$ cat src/rtl/nhb_pkg.sv
package nhb_pkg;
  typedef enum logic [1:0] {
    CYC_DATA = 2'd0,
    CYC_CMD  = 2'd1,
    CYC_ADDR = 2'd2
  } cyc_kind_t;

  typedef enum logic [1:0] {
    PH_IDLE  = 2'd0,
    PH_SETUP = 2'd1,
    PH_PULSE = 2'd2,
    PH_HOLD  = 2'd3
  } phase_t;
endpackage

$ cat src/rtl/nhb_decode.sv
module nhb_decode
  import nhb_pkg::*;
#(
  parameter int AW       = 8,
  parameter int CLE_BIT  = 4,
  parameter int ALE_BIT  = 3,
  parameter int DIE_BIT  = 5,
  parameter int STAT_BIT = 6
) (
  input  logic [AW-1:0] addr,
  output cyc_kind_t     kind,
  output logic          die,
  output logic          stat
);
  always_comb begin
    stat = addr[STAT_BIT];
    die  = addr[DIE_BIT];
    // command latch outranks address latch
    if (addr[CLE_BIT])      kind = CYC_CMD;
    else if (addr[ALE_BIT]) kind = CYC_ADDR;
    else                    kind = CYC_DATA;
  end
endmodule

$ cat src/rtl/nhb_lanes.sv
module nhb_lanes #(
  parameter int HDW = 32,
  parameter int NDW = 16,
  parameter int BW  = 3
) (
  input  logic           wide,
  input  logic [1:0]     size,
  input  logic [HDW-1:0] data,
  output logic [BW-1:0]  beats,
  output logic [NDW-1:0] lane
);
  localparam int HB = NDW / 2;

  always_comb begin
    case (size)
      2'd0:    beats = BW'(1);
      2'd1:    beats = wide ? BW'(1) : BW'(2);
      default: beats = wide ? BW'(HDW / NDW) : BW'(HDW / HB);
    endcase
    lane = wide ? data[NDW-1:0] : {{HB{1'b0}}, data[HB-1:0]};
  end
endmodule

$ cat src/rtl/nhb_sync.sv
module nhb_sync #(
  parameter int STAGES = 2
) (
  input  logic clk,
  input  logic rst,
  input  logic d,
  output logic q
);
  logic [STAGES-1:0] ff;

  generate
    if (STAGES == 1) begin : g_single
      always_ff @(posedge clk) begin
        if (rst) ff <= '0;
        else     ff <= d;
      end
    end else begin : g_chain
      always_ff @(posedge clk) begin
        if (rst) ff <= '0;
        else     ff <= {ff[STAGES-2:0], d};
      end
    end
  endgenerate

  assign q = ff[STAGES-1];
endmodule

$ cat src/rtl/nhb_phase.sv
module nhb_phase
  import nhb_pkg::*;
#(
  parameter int SETUP_CYC = 2,
  parameter int PULSE_CYC = 3,
  parameter int HOLD_CYC  = 2,
  parameter int BW        = 3
) (
  input  logic          clk,
  input  logic          rst,
  input  logic          start,
  input  logic          wr,
  input  logic [BW-1:0] beats,
  output logic          busy,
  output logic          we_n,
  output logic          re_n,
  output logic          cap,
  output logic          adv,
  output logic          done
);
  localparam int M1 = (SETUP_CYC > PULSE_CYC) ? SETUP_CYC : PULSE_CYC;
  localparam int MX = (M1 > HOLD_CYC) ? M1 : HOLD_CYC;
  localparam int CW = $clog2(MX + 1);

  phase_t        ph;
  logic [CW-1:0] cnt;
  logic [BW-1:0] left;
  logic          wr_q;
  logic          last;

  always_comb begin
    last = (cnt == '0);
    busy = (ph != PH_IDLE);
    cap  = (ph == PH_PULSE) && last && !wr_q;
    adv  = (ph == PH_HOLD) && last && (left != '0);
    done = (ph == PH_HOLD) && last && (left == '0);
  end

  always_ff @(posedge clk) begin
    if (rst) begin
      ph   <= PH_IDLE;
      cnt  <= '0;
      left <= '0;
      wr_q <= 1'b0;
      we_n <= 1'b1;
      re_n <= 1'b1;
    end else begin
      case (ph)
        PH_IDLE: begin
          if (start) begin
            ph   <= PH_SETUP;
            cnt  <= CW'(SETUP_CYC - 1);
            left <= beats - BW'(1);
            wr_q <= wr;
          end
        end
        PH_SETUP: begin
          if (last) begin
            ph  <= PH_PULSE;
            cnt <= CW'(PULSE_CYC - 1);
            if (wr_q) we_n <= 1'b0;
            else      re_n <= 1'b0;
          end else begin
            cnt <= cnt - CW'(1);
          end
        end
        PH_PULSE: begin
          if (last) begin
            ph   <= PH_HOLD;
            cnt  <= CW'(HOLD_CYC - 1);
            we_n <= 1'b1;
            re_n <= 1'b1;
          end else begin
            cnt <= cnt - CW'(1);
          end
        end
        PH_HOLD: begin
          if (last) begin
            if (left == '0) begin
              ph <= PH_IDLE;
            end else begin
              left <= left - BW'(1);
              ph   <= PH_SETUP;
              cnt  <= CW'(SETUP_CYC - 1);
            end
          end else begin
            cnt <= cnt - CW'(1);
          end
        end
        default: ph <= PH_IDLE;
      endcase
    end
  end
endmodule

$ cat src/rtl/nand_host_bridge.sv
module nand_host_bridge
  import nhb_pkg::*;
#(
  parameter int AW          = 8,
  parameter int CLE_BIT     = 4,
  parameter int ALE_BIT     = 3,
  parameter int DIE_BIT     = 5,
  parameter int STAT_BIT    = 6,
  parameter int HDW         = 32,
  parameter int NDW         = 16,
  parameter int SETUP_CYC   = 2,
  parameter int PULSE_CYC   = 3,
  parameter int HOLD_CYC    = 2,
  parameter int SYNC_STAGES = 2
) (
  input  logic           clk,
  input  logic           rst,
  input  logic           hreq,
  input  logic           hwr,
  input  logic [AW-1:0]  haddr,
  input  logic [1:0]     hsize,
  input  logic [HDW-1:0] hwdata,
  output logic [HDW-1:0] hrdata,
  output logic           hack,
  input  logic [1:0]     bus16,
  output logic [1:0]     nf_ce_n,
  output logic           nf_cle,
  output logic           nf_ale,
  output logic           nf_we_n,
  output logic           nf_re_n,
  output logic [NDW-1:0] nf_dq_out,
  output logic           nf_dq_oe,
  input  logic [NDW-1:0] nf_dq_in,
  input  logic           nf_rb
);
  localparam int NDIE = 2;
  localparam int HB   = NDW / 2;
  localparam int BW   = $clog2(HDW / HB + 1);

  cyc_kind_t      kind;
  logic           die, stat, wide_now, rb_s;
  logic [BW-1:0]  beats;
  logic [NDW-1:0] lane0, lane_nxt;
  logic           busy, cap, adv, done, acc;
  logic [HDW-1:0] shreg, rbuf, rd_part;
  logic           wide_q, wr_q;
  logic [BW-1:0]  ridx;

  nhb_decode #(
    .AW(AW), .CLE_BIT(CLE_BIT), .ALE_BIT(ALE_BIT),
    .DIE_BIT(DIE_BIT), .STAT_BIT(STAT_BIT)
  ) u_dec (
    .addr(haddr), .kind(kind), .die(die), .stat(stat)
  );

  assign wide_now = bus16[die];

  nhb_lanes #(.HDW(HDW), .NDW(NDW), .BW(BW)) u_lanes (
    .wide(wide_now), .size(hsize), .data(hwdata), .beats(beats), .lane(lane0)
  );

  nhb_sync #(.STAGES(SYNC_STAGES)) u_rb (
    .clk(clk), .rst(rst), .d(nf_rb), .q(rb_s)
  );

  assign acc = hreq && !hack && !busy;

  nhb_phase #(
    .SETUP_CYC(SETUP_CYC), .PULSE_CYC(PULSE_CYC), .HOLD_CYC(HOLD_CYC), .BW(BW)
  ) u_phase (
    .clk(clk), .rst(rst), .start(acc && !stat), .wr(hwr), .beats(beats),
    .busy(busy), .we_n(nf_we_n), .re_n(nf_re_n), .cap(cap), .adv(adv), .done(done)
  );

  always_comb begin
    lane_nxt = wide_q ? shreg[NDW-1:0] : {{HB{1'b0}}, shreg[HB-1:0]};
    if (wide_q) rd_part = HDW'(nf_dq_in) << (ridx * NDW);
    else        rd_part = HDW'(nf_dq_in[HB-1:0]) << (ridx * HB);
  end

  always_ff @(posedge clk) begin
    if (rst) begin
      hack      <= 1'b0;
      hrdata    <= '0;
      nf_ce_n   <= '1;
      nf_cle    <= 1'b0;
      nf_ale    <= 1'b0;
      nf_dq_out <= '0;
      nf_dq_oe  <= 1'b0;
      shreg     <= '0;
      wide_q    <= 1'b0;
      wr_q      <= 1'b0;
      ridx      <= '0;
      rbuf      <= '0;
    end else begin
      hack <= 1'b0;
      if (acc && stat) begin
        hack   <= 1'b1;
        hrdata <= {{(HDW-1){1'b0}}, rb_s};
      end else if (acc) begin
        nf_ce_n   <= ~(NDIE'(1) << die);
        nf_cle    <= (kind == CYC_CMD);
        nf_ale    <= (kind == CYC_ADDR);
        nf_dq_out <= hwr ? lane0 : '0;
        nf_dq_oe  <= hwr;
        shreg     <= hwdata >> (wide_now ? NDW : HB);
        wide_q    <= wide_now;
        wr_q      <= hwr;
        ridx      <= '0;
        rbuf      <= '0;
      end
      if (adv) begin
        nf_dq_out <= wr_q ? lane_nxt : '0;
        shreg     <= shreg >> (wide_q ? NDW : HB);
      end
      if (cap) begin
        rbuf <= rbuf | rd_part;
        ridx <= ridx + BW'(1);
      end
      if (done) begin
        hack      <= 1'b1;
        hrdata    <= wr_q ? '0 : rbuf;
        nf_ce_n   <= '1;
        nf_cle    <= 1'b0;
        nf_ale    <= 1'b0;
        nf_dq_out <= '0;
        nf_dq_oe  <= 1'b0;
      end
    end
  end
endmodule

$ cat config.mk
export PLATFORM = sky130hd
export DESIGN_NAME = nand_host_bridge
export DESIGN_NICKNAME = d
export VERILOG_FILES = /design/src/rtl/nhb_pkg.sv /design/src/rtl/nhb_decode.sv /design/src/rtl/nhb_lanes.sv /design/src/rtl/nhb_sync.sv /design/src/rtl/nhb_phase.sv /design/src/rtl/nand_host_bridge.sv
export SDC_FILE = /design/constraint.sdc
export NUM_CORES = 1
export LEC_CHECK = 0
export ABC_CLOCK_PERIOD_IN_PS = 4900
export CAP_MARGIN = 20
export CORE_MARGIN = 3
export CORE_UTILIZATION = 48
export CTS_BUF_LIST = sky130_fd_sc_hd__clkbuf_16
export CTS_CLUSTER_DIAMETER = 60
export CTS_CLUSTER_SIZE = 8
export DETAILED_ROUTE_END_ITERATION = 10
export PLACE_DENSITY = 0.86
export SLEW_MARGIN = 20
export SYNTH_ARGS = -nofsm -noshare
export SYNTH_HDL_FRONTEND = slang
export SYNTH_SLANG_ARGS = --single-unit
$ cat constraint.sdc
create_clock -name clk -period 4.9 [get_ports clk]
set_input_delay 0.98 -clock clk [delete_from_list [all_inputs] [get_ports clk]]
set_output_delay 0.98 -clock clk [all_outputs]
set_load 0.05 [all_outputs]
* Yosys cells after proc, flatten, opt, wreduce, memory -nomap -nowiden
Cells that the tools add are included.
Storage, ports and cells: logic and storage cells 135, register bits after elaboration 135, bits of input ports 65, output and inout bits 56
Operators by class: add/subtract/negate cells 4, equal/unequal tests 16, reduce and logical (&&, ||, !) cells 34, shifts and indexed selects 5, mux-type cells 53, bitwise logic cells 3, magnitude comparators 1
Operators with widths (count):
- 32-bit two-way mux | 10
- 16-bit two-way mux | 7
- 32-bit by 5-bit right shift with 32-bit output | 2
- 32-bit OR | 1
- 16-bit by 7-bit << shifter with 32-bit output | 1
- 8-bit by 6-bit << shifter with 32-bit output | 1
- 2-bit two-way mux | 11
- 3-bit two-way mux | 7
- 2-bit case mux with 4 select lines | 2
- 4-bit AND reduction | 4
- 3-bit case mux with 2 select lines | 2
- 2-bit nonzero test | 6
- 1-bit two-way mux | 10
- 5-bit two-way mux | 2
- 2-bit by 1-bit != test with 1-bit output (second input constant) | 5
- 2-bit AND reduction | 5
- 1-bit logical AND | 9
- 2-bit != test (second input constant) | 4
- 2-bit by 1-bit equality test with 1-bit output (second input constant) | 3
- 2-bit equality test (second input constant) | 3
- 2-bit zero test | 3
- 3-bit by 1-bit subtractor with 3-bit output (second input constant) | 2
- 1-bit zero test | 4
- 1-bit case mux with 2 select lines | 2
- 10 further kinds | 10

* Depth between registers and ports, before layout
Gate-level depths: netlist of run 1.
depth after elaboration 7, depth in mapped cells 11, mapped depth without buffers 9

* Cells and area by module
A second synthesis of run 1 with hierarchy kept.
Second synthesis, totals: cell total of the unflattened synthesis 670, area total of the unflattened synthesis 6398.6 sq um
By module, submodules not included:
- nand_host_bridge | cells an instance 552, seq. area each 2462.4 sq um, area an instance 5373.9 sq um, instances 1
- nhb_phase | cells an instance 88, seq. area each 200.2 sq um, area an instance 782.0 sq um, instances 1
- nhb_lanes | cells an instance 22, seq. area each 0.0 sq um, area an instance 153.9 sq um, instances 1
- nhb_sync | cells an instance 4, seq. area each 40.0 sq um, area an instance 52.6 sq um, instances 1
- nhb_decode | cells an instance 4, seq. area each 0.0 sq um, area an instance 36.3 sq um, instances 1

* Worst setup path after synthesis of run 1
Ideal clock, no wire load.
kind input to register, start in haddr[5], end reg u_phase.left[2], arrival 2.562 ns, required time 4.773 ns, cell stages on the path 11, setup slack 2.211 ns, library setup time 0.127 ns, path buffers 2, cell sequence mux2i_2 > buf_6 > buf_2 > nand3b_1 > a21oi_1 > a21oi_1 > ha_1 > xnor2_1 > nor3_1 > o31ai_1 > o21ai_1
Between the ends: word-level cells in the longest chain between the ends 7, elaborated cells on any way between the ends 8, classes of those cells 1 x add/sub; 7 x mux
RTL lines:
- start: declaration | RTL line nand_host_bridge.sv:20 | input logic [AW-1:0] haddr,
- 1-bit two-way mux (implied by the code) * (2 in series) | RTL line nand_host_bridge.sv:56 | assign wide_now = bus16[die];
- 2-bit two-way mux or 3-bit two-way mux (tied branches) | RTL line nhb_lanes.sv:17, nhb_lanes.sv:18
- 3-bit case mux with 2 select lines * | RTL line nhb_lanes.sv:15 | case (size)
- 3-bit by 1-bit subtractor with 3-bit output * | RTL line nhb_phase.sv:53 | left <= beats - BW'(1);
- 3-bit two-way mux * | RTL line nhb_phase.sv:50 | if (start) begin
- 3-bit case mux with 2 select lines * | RTL line nhb_phase.sv:48 | case (ph)
- end signal: assignment | RTL line nhb_phase.sv:53
- end signal: assignment | RTL line nhb_phase.sv:82 | left <= left - BW'(1);
- end: declaration | RTL line nhb_phase.sv:27 | logic [BW-1:0] left;
Every way passes the cells marked *; elsewhere a longest branch is shown, timed or not. The select of a mux whose other input is x is not followed. A chain may end at the register's enable or synchronous reset.

* Worst setup path in the final report of run 1
Same ends and word-level chain as after synthesis.

==> results of run 1 <==
synthesized netlist by cell type (all sizes together), types with 2 or more instances:
cell type  instances  area share [%]
dfxtp            135              42
nor2              91             6.6
a21oi             79             6.2
nand2             72             4.2
buf               43             4.2
nand3             40             3.1
a22oi             36             6.7
a31oi             24             2.6
mux2i             20             3.2
clkbuf            19             1.1
a21o              18             2.1
o21a              17             2.0
nand3b            16             1.9
a22o              12             1.6
nor2b             12             1.2
and2              11             1.1
nor3              10             1.2
o21ai             10            0.78
ha                 9             1.8
nand2b             6            0.59
inv                5            0.29
a211oi             4            0.47
a2111oi            2            0.27
a221oi             2            0.27
and3b              2            0.27
mux2               2            0.35
nand4              2            0.20
o21bai             2            0.23
o31ai              2            0.23
or3                2            0.27
through the flow:
stage,cell area (um2),utilization (%),std cells
after global routing,8080,63.0,987
after global placement,7490,58.4,955
final,8080,63.0,987
after detailed placement,7490,58.4,955
after floorplan,6400,-,721
after CTS,8070,63.0,987
layout make-up:
class,instances,area share (%)
inverters,5,0.232
multi-input cells,519,41.4
flip-flops and latches,135,33.4
clock inverters,15,1.90
clock buffers,17,5.26
well taps,172,2.66
repair buffers,124,15.1
registers in the layout, summed over array words and instances (netlist names), 2 cells and up:
| register | count |
|---|---|
| hrdata | 32 |
| nf_ce_n | 2 |
| nf_dq_out | 16 |
| rbuf | 32 |
| ridx | 3 |
| shreg | 32 |
| u_phase.cnt | 2 |
| u_phase.left | 3 |
| u_phase.ph | 2 |
| u_rb.ff | 2 |
how the worst max path moves through the flow:
stage,startpoint,cells after the start,endpoint
after global placement,haddr[5],10,u_phase.left[2]
after CTS,haddr[5],10,u_phase.left[2]
final,haddr[5],10,u_phase.left[2]
after global routing,haddr[5],10,u_phase.left[2]
after floorplan,haddr[5],11,u_phase.left[2]
after detailed placement,haddr[5],10,u_phase.left[2]
worst max-delay path, cell delays in order:
cell	delay, ns
clkdlybuf4s50_1	0.54
mux2_2	0.52
nand2_1	0.12
a21oi_1	0.07
a21oi_1	0.15
ha_1	0.22
nand2b_1	0.08
a2111oi_0	0.32
o31ai_1	0.13
o21ai_1	0.08
layer usage:
metal	global-route usage, %	share of wire (%)
met5	0	0
met3	6.01	7.1
met1	27.9	43
met4	6.72	1.2
met2	39.2	49
kinds of logic after synthesis:
group                      synth area share, %
AOI/OAI and AO/OA                         24.4
muxes                                     3.54
and+or+nand+nor                           22.2
DFF                                       42.3
xor gates and xnor gates                 0.274
adders and majority gates                 1.76
buffers and inverters                     5.61
power breakdown:
group / internal (uW) / leakage, uW / total [uW] / switching (uW)
Clock: 750 / 0.000279 / 1240 / 493
Sequential: 1140 / 0.00109 / 1170 / 35.4
Combinational: 172 / 0.00139 / 424 / 252
==> results list, run 1 <==
- Result of the run: finished clean
- Remaining max-slew budget at the tightest pin: 27.8%
- The net count of the finished layout is 876.
- Global-route wire length before repair: 26400 um
- STA classifies the critical path endpoint as a flop.
* Setup slack after placement: 1.64 ns
* Max-slew violation total from the final report: 0
* RR Startpoint: u_phase.cnt[0]
- Endpoint of the worst register-to-register path: rbuf[30]
* Highest-count cells in the layout ignoring fill and taps: dfxtp_1 (135), clkdlybuf4s50_1 (115), a21oi_1 (78)
* Routed wire length: 16700 um
- Row count: 41
- Start-to-end type of the worst setup path: in -> reg
* Post-CTS Resized: 0
- The library cell used most frequently in the layout, excluding fill and tap cells, is dfxtp_1.
- Num Clock Sinks: 135
* Half-perimeter wire length of the detailed placement result: 11100 um
- Initial antenna violation count: 0
* Most used flip-flop cell after synthesis: dfxtp_1
* Critical path peak fanout: 19
* WP data required: 5.24 ns
- IO buf count: 116
- For the pin with the worst max-slew slack, the measured transition is 1.08 ns.
- Arrival time at the worst endpoint: 3.22 ns
- Maximum achievable frequency: 347 MHz
* Number of global-route vias before repair: 5299
* Setup ws final: 2.02 ns
- Die area: 14700 um2
- After detailed routing, the number of remaining DRC violations is 0.
* Filler cell count: 1114
* Final RePlAce weighted congestion: 0.904
- Share of synthesized flip-flops with an asynchronous set or reset: 0%
* Number of levels the H-tree was split into: 4
- Worst hold stages: 1
- For this design the static power due to leakage is 0.00277 uW.
- In the final routed layout, each cell accounts on average for 16.9 um.
- Portion of the post-synthesis area used by sequential elements: 42.3%
- Clock slew at reported path FFs: 0.06 ns
* Max Cap Viol: 0
- Of the available clock period, the critical path in the final layout requires 58.8%.
- For hold timing, the worst endpoint is u_rb.ff[1].
- Clock tree buffer depth: 2
- Cells after synthesis: 721
* Worst Hold Slack: 0.443 ns
- Total of warnings raised by yosys: 0
- The root buffer cell chosen for the clock tree is clkbuf_16.
- Starting density of the core: 49.9%
- DRC violation total after the first TritonRoute iteration: 441
- Boundary Pins: 121
- Dividing the synthesized area by the synthesized cell count gives 8.87 um2.
* Setup Buffers After CTS: 0
- Once detail routing completed, the nets flagged for antenna violations numbered 0.
* Pin count of the biggest net entering global routing: 77
- The die is 121 um wide.
* R2R cell count: 6
- Subtracting the final worst setup slack from the clock period gives 2.88 ns.
- Overall power consumption after layout is estimated at 2840 uW.
- Total negative slack: 0 ns
- Hold_buf cts: 0
* Min-delay worst type: reg -> reg
* Final worst clock skew: 0.00802 ns
- After global routing the overflow that remains totals 0.
* Post-synth EDFFs: 0
- Total power per unit cell area: 351 nW/um2
* Net Count, Synth: 795
* Core Region: 12800 um2
- Origin of the worst min-delay path: u_rb.ff[0]
* Insertion delay of the later-clocked pin in the worst-skew pair: 0.42 ns
* Worst reg-to-reg setup slack: 2.31 ns
- Diode insertion count for antenna repair: 0
- Post-synthesis sequential element count: 135
- Clock tree from TritonCTS: built
- Worst supply voltage drop on vdd: 0.229 mV
* Layout cell share with drive strength beyond 1: 14.2%
- Across all layers, the routed design uses 5645 vias.
- After detailed routing, the number of vias per cell comes to 5.72.
* Overall fraction of global-route tracks in use: 22.8%
* TritonCTS Buffers: 17
* Total setup violations reported at the end of the flow: 0
- Across the whole layout, storage elements account for 2700 um2.
- Hold violation count in the final report: 0
* Die height: 121 um
- Number of detailed-routing iterations run before antenna repair: 5
* Distinct cell type count of the synthesized netlist: 59
- Combined area of the multi-input logic cells: 3350 um2
* Syn-to-layout area delta: 26.3%
- Startpoint kind of the worst setup timing path: primary input
- RSZ-0062 raised after global routing: false
- After synthesis the cells add up to 6400 um2.
Note: power is estimated with default switching activity, not from simulation.
==> inputs of run 2 (changes only) <==
- ABC_CLOCK_PERIOD_IN_PS: 4900 -> 2450
- CORE_UTILIZATION: 48 -> 47
- PLACE_DENSITY: 0.86 -> 0.87
- clock period: 4.9 -> 2.45 ns (I/O delays scaled with it)
==> run 2 against run 1 <==
Compared with the run above:
- wire length increased by 5.0%
- clock skew fell by 0.00099 ns
- cell area rose by 1.7%
- count of clock-buffer cells in the layout did not move
- hold slack improved by 0.014 ns
- combinational power is 110% higher
- non-clock buffer count is 14 higher
- highest routed layer unchanged
- critical path depth is the same
- critical endpoint unchanged
- global-route usage rose by 1.3 points
- first-iteration DRC count grew 39%
- sequential share of layout area shrank 0.55 points
==> results list, run 2 (synthesis results as in run 1) <==
- The path class of the lowest-slack min-delay path was reg -> reg (unchanged).
- Max-slew violation total from the final report: 0 (unchanged)
- Max Cap Viol: 0 (unchanged)
- The number of nets in the layout came to 890 (was 876).
* Most Frequent Cell on Critical Path: a21oi_1 (unchanged)
* Critical path peak fanout: 3 (was 19)
- Worst hold stages: 2 (was 1)
- The power density of the placed cells came to 685 nW/um2 (was 351 nW/um2).
* Cell Count, Final, Fillers Out: 1001 (was 987)
- The first-pass GRT wire length is 28300 um (was 26400 um).
* Most frequent standard cell in the layout excluding fill and tap cells: dfxtp_1 (unchanged)
* Num Clock Sinks: 135 (unchanged)
- The number of antenna violations at the first check in global routing was 0 (unchanged).
- Minimum period implied by the final worst setup slack: 2.27 ns
* Worst setup EP type: flop (unchanged)
- Die height: 123 um (was 121 um)
- Arrival time at the worst endpoint: 2.57 ns (was 3.22 ns)
- Hold_buf cts: 0 (unchanged)
- Ordered list of cells on the worst path: clkdlybuf4s50_1 -> mux2i_2 -> nand3b_1 -> a21oi_1 -> a21oi_1 -> ha_1 -> xnor2_1 -> nor3_1 -> o31ai_1 -> o21ai_1 (was clkdlybuf4s50_1 -> mux2_2 -> nand2_1 -> a21oi_1 -> a21oi_1 -> ha_1 -> nand2b_1 -> a2111oi_0 -> o31ai_1 -> o21ai_1).
* RSZ-0062 raised after global routing: false (unchanged)
- The number of nets with antenna violations after detailed routing came to 0 (unchanged).
- Hold violation count in the final report: 0 (unchanged)
* Highest-count cells in the layout ignoring fill and taps: dfxtp_1 (135), clkdlybuf4s50_1 (115), a21oi_1 (78) (unchanged)
- Total setup violations reported at the end of the flow: 0 (unchanged)
- The via count of the routed design is 5800 (was 5645).
* Remaining max-slew budget at the tightest pin: 49.8% (was 27.8%)
- The count of antenna diodes in the layout is 0 (unchanged).
- The critical path's largest stage delay came to 0.55 ns (was 0.54 ns).
- Cell at the root of the clock tree: clkbuf_16 (unchanged)
* Total power of the final layout: 5630 uW (was 2840 uW)
- The initial core utilization is 49.3% (was 49.9%).
* Worst Max-Slew Pin Slew: 0.743 ns (was 1.08 ns)
* Die span in x: 123 um (was 121 um)
- For this run, the top clock speed supported by timing is 440 MHz.
- Leading registers by flop count: hrdata: 32 flops, rbuf: 32 flops, shreg: 32 flops (unchanged).
- Average vias per placed instance: 5.79 (was 5.72)
- The floorplan row count is 41 (unchanged).
- The leakage power of the design is 0.00283 uW (was 0.00277 uW).
- Final worst clock skew: 0.00703 ns (was 0.00802 ns)
- Syn-to-layout area delta: 28.4% (was 26.3%)
- The violation count after the first detailed-route iteration came to 613 (was 441).
- Number of levels the H-tree was split into: 4 (unchanged)
- The layout cell share with drive strength beyond 1 is 15.6% (was 14.2%).
- Start-to-end type of the worst setup path: in -> reg (unchanged)
- Share of the clock period used by the worst path: 92.7%
- Pin count of the biggest net entering global routing: 41 (was 77)
* Slowest cell on the critical path: clkdlybuf4s50_1 (unchanged)
- The path depth of the worst reg2reg path came to 7 (was 6).
* Routed len/inst: 17.5 um (was 16.9 um)
- DRC violations left: 0 (unchanged)
- The total routing usage reported by global routing was 24.0% (was 22.8%).
- The top-level port count was 121 (unchanged).
* Cell family contributing the most delay on the critical path: compound AO/OA/AOI/OAI gates (unchanged)
- Total negative slack: 0 ns (unchanged)
- TritonCTS Buffers: 17 (unchanged)
- The CTS tree is built (unchanged).
- The worst path buffer plus inverter count was 1 (unchanged).
- The total number of cells along the worst setup path came to 10 (unchanged).
- Number of global-route vias before repair: 5630 (was 5299)
- The number of detailed-route iterations in the first pass was 5 (unchanged).
- The clock-pin slew on the worst setup and hold paths is 0.06 ns (about the same).
- Result of the run: finished clean (unchanged).
- The buffer levels on the longest clock path came to 2 (unchanged).
* Worst supply voltage drop on vdd: 0.434 mV (was 0.229 mV)
- Remaining Overflow, GRT: 0 (unchanged)
* Insertion delay of the later-clocked pin in the worst-skew pair: 0.43 ns (was 0.42 ns)
- The wire length after detailed routing came to 17500 um (was 16700 um).
- The standard cell core area came to 13000 um2 (was 12800 um2).
* Placed cell count: 969 (was 955)
* IO buf count: 116 (unchanged)
* Die area: 15000 um2 (was 14700 um2)
- The data required time of the critical path is 2.75 ns (was 5.24 ns).
- Startpoint kind of the worst setup timing path: primary input (unchanged)
* Setup Buffers After CTS: 0 (unchanged)
- The post-CTS resize count came to 0 (unchanged).
- The placer's final routability congestion estimate was 0.890 (was 0.904).
* Half-perimeter wire length of the detailed placement result: 11700 um (was 11100 um)
run 2: cell count changes in the layout (fill, tap and decap cells not counted), sizes merged:
cell      previous run  this run
inv                  8         7
bufinv               2         1
buf                  9        23
clkinv               8         7
clkinvlp             2         5
run 2: layout make-up:
type	instances	area, um2
Timing Repair Buffer	138	1370
Clock inverter	15	131
Clock buffer	17	425
Inverter	5	18.8
Fill cell	1093	4760
Multi-Input combinational cell	519	3350
Sequential cell	135	2700
Tap cell	172	215
run 2: worst paths after layout:
path	start	endpoint	slack (ns)
worst max-delay path	haddr[5]	u_phase.left[2]	0.18
worst min-delay path	nf_ce_n[0]	nf_ce_n[0]	0.46
worst max register to register	u_phase.ph[0]	u_phase.left[2]	0.29
worst min register to register	nf_ce_n[0]	nf_ce_n[0]	0.46
run 2: per-stage QoR:
step | hold WS (ns) | setup slack [ns] | cell area, um2 | utilization (%)
2_1_floorplan | 0.414 | 0.251 | 6400 | -
3_3_place_gp | 0.427 | -0.121 | 7650 | 58.9
3_5_place_dp | 0.444 | -0.244 | 7650 | 58.9
4_1_cts | 0.460 | 0.178 | 8210 | 63.2
5_1_grt | 0.465 | 0.00901 | 8210 | 63.3
6_report | 0.456 | 0.178 | 8210 | 63.3
run 2: tightest hold or removal path: cells and delay by family, from the launching register on:
family           cells  cell delay (ns)
AND/OR/NAND/NOR      2             0.10
flip-flops           1             0.33
run 2: power by group:
| part | total (uW) | switching [uW] | leakage [uW] | internal (uW) |
|---|---|---|---|---|
| Sequential | 2350 | 70.6 | 0.00109 | 2270 |
| Combinational | 888 | 518 | 0.00148 | 370 |
| Clock | 2400 | 1010 | 0.000255 | 1390 |
run 2: routing by layer:
layer | vias up | wire length, um | global-route usage, %
met5 | - | 0 | 0
met4 | 0 | 456 | 9.59
met3 | 45 | 1330 | 5.48
met2 | 238 | 8610 | 39.8
met1 | 2776 | 7120 | 30.4
li1 | 2741 | - | -
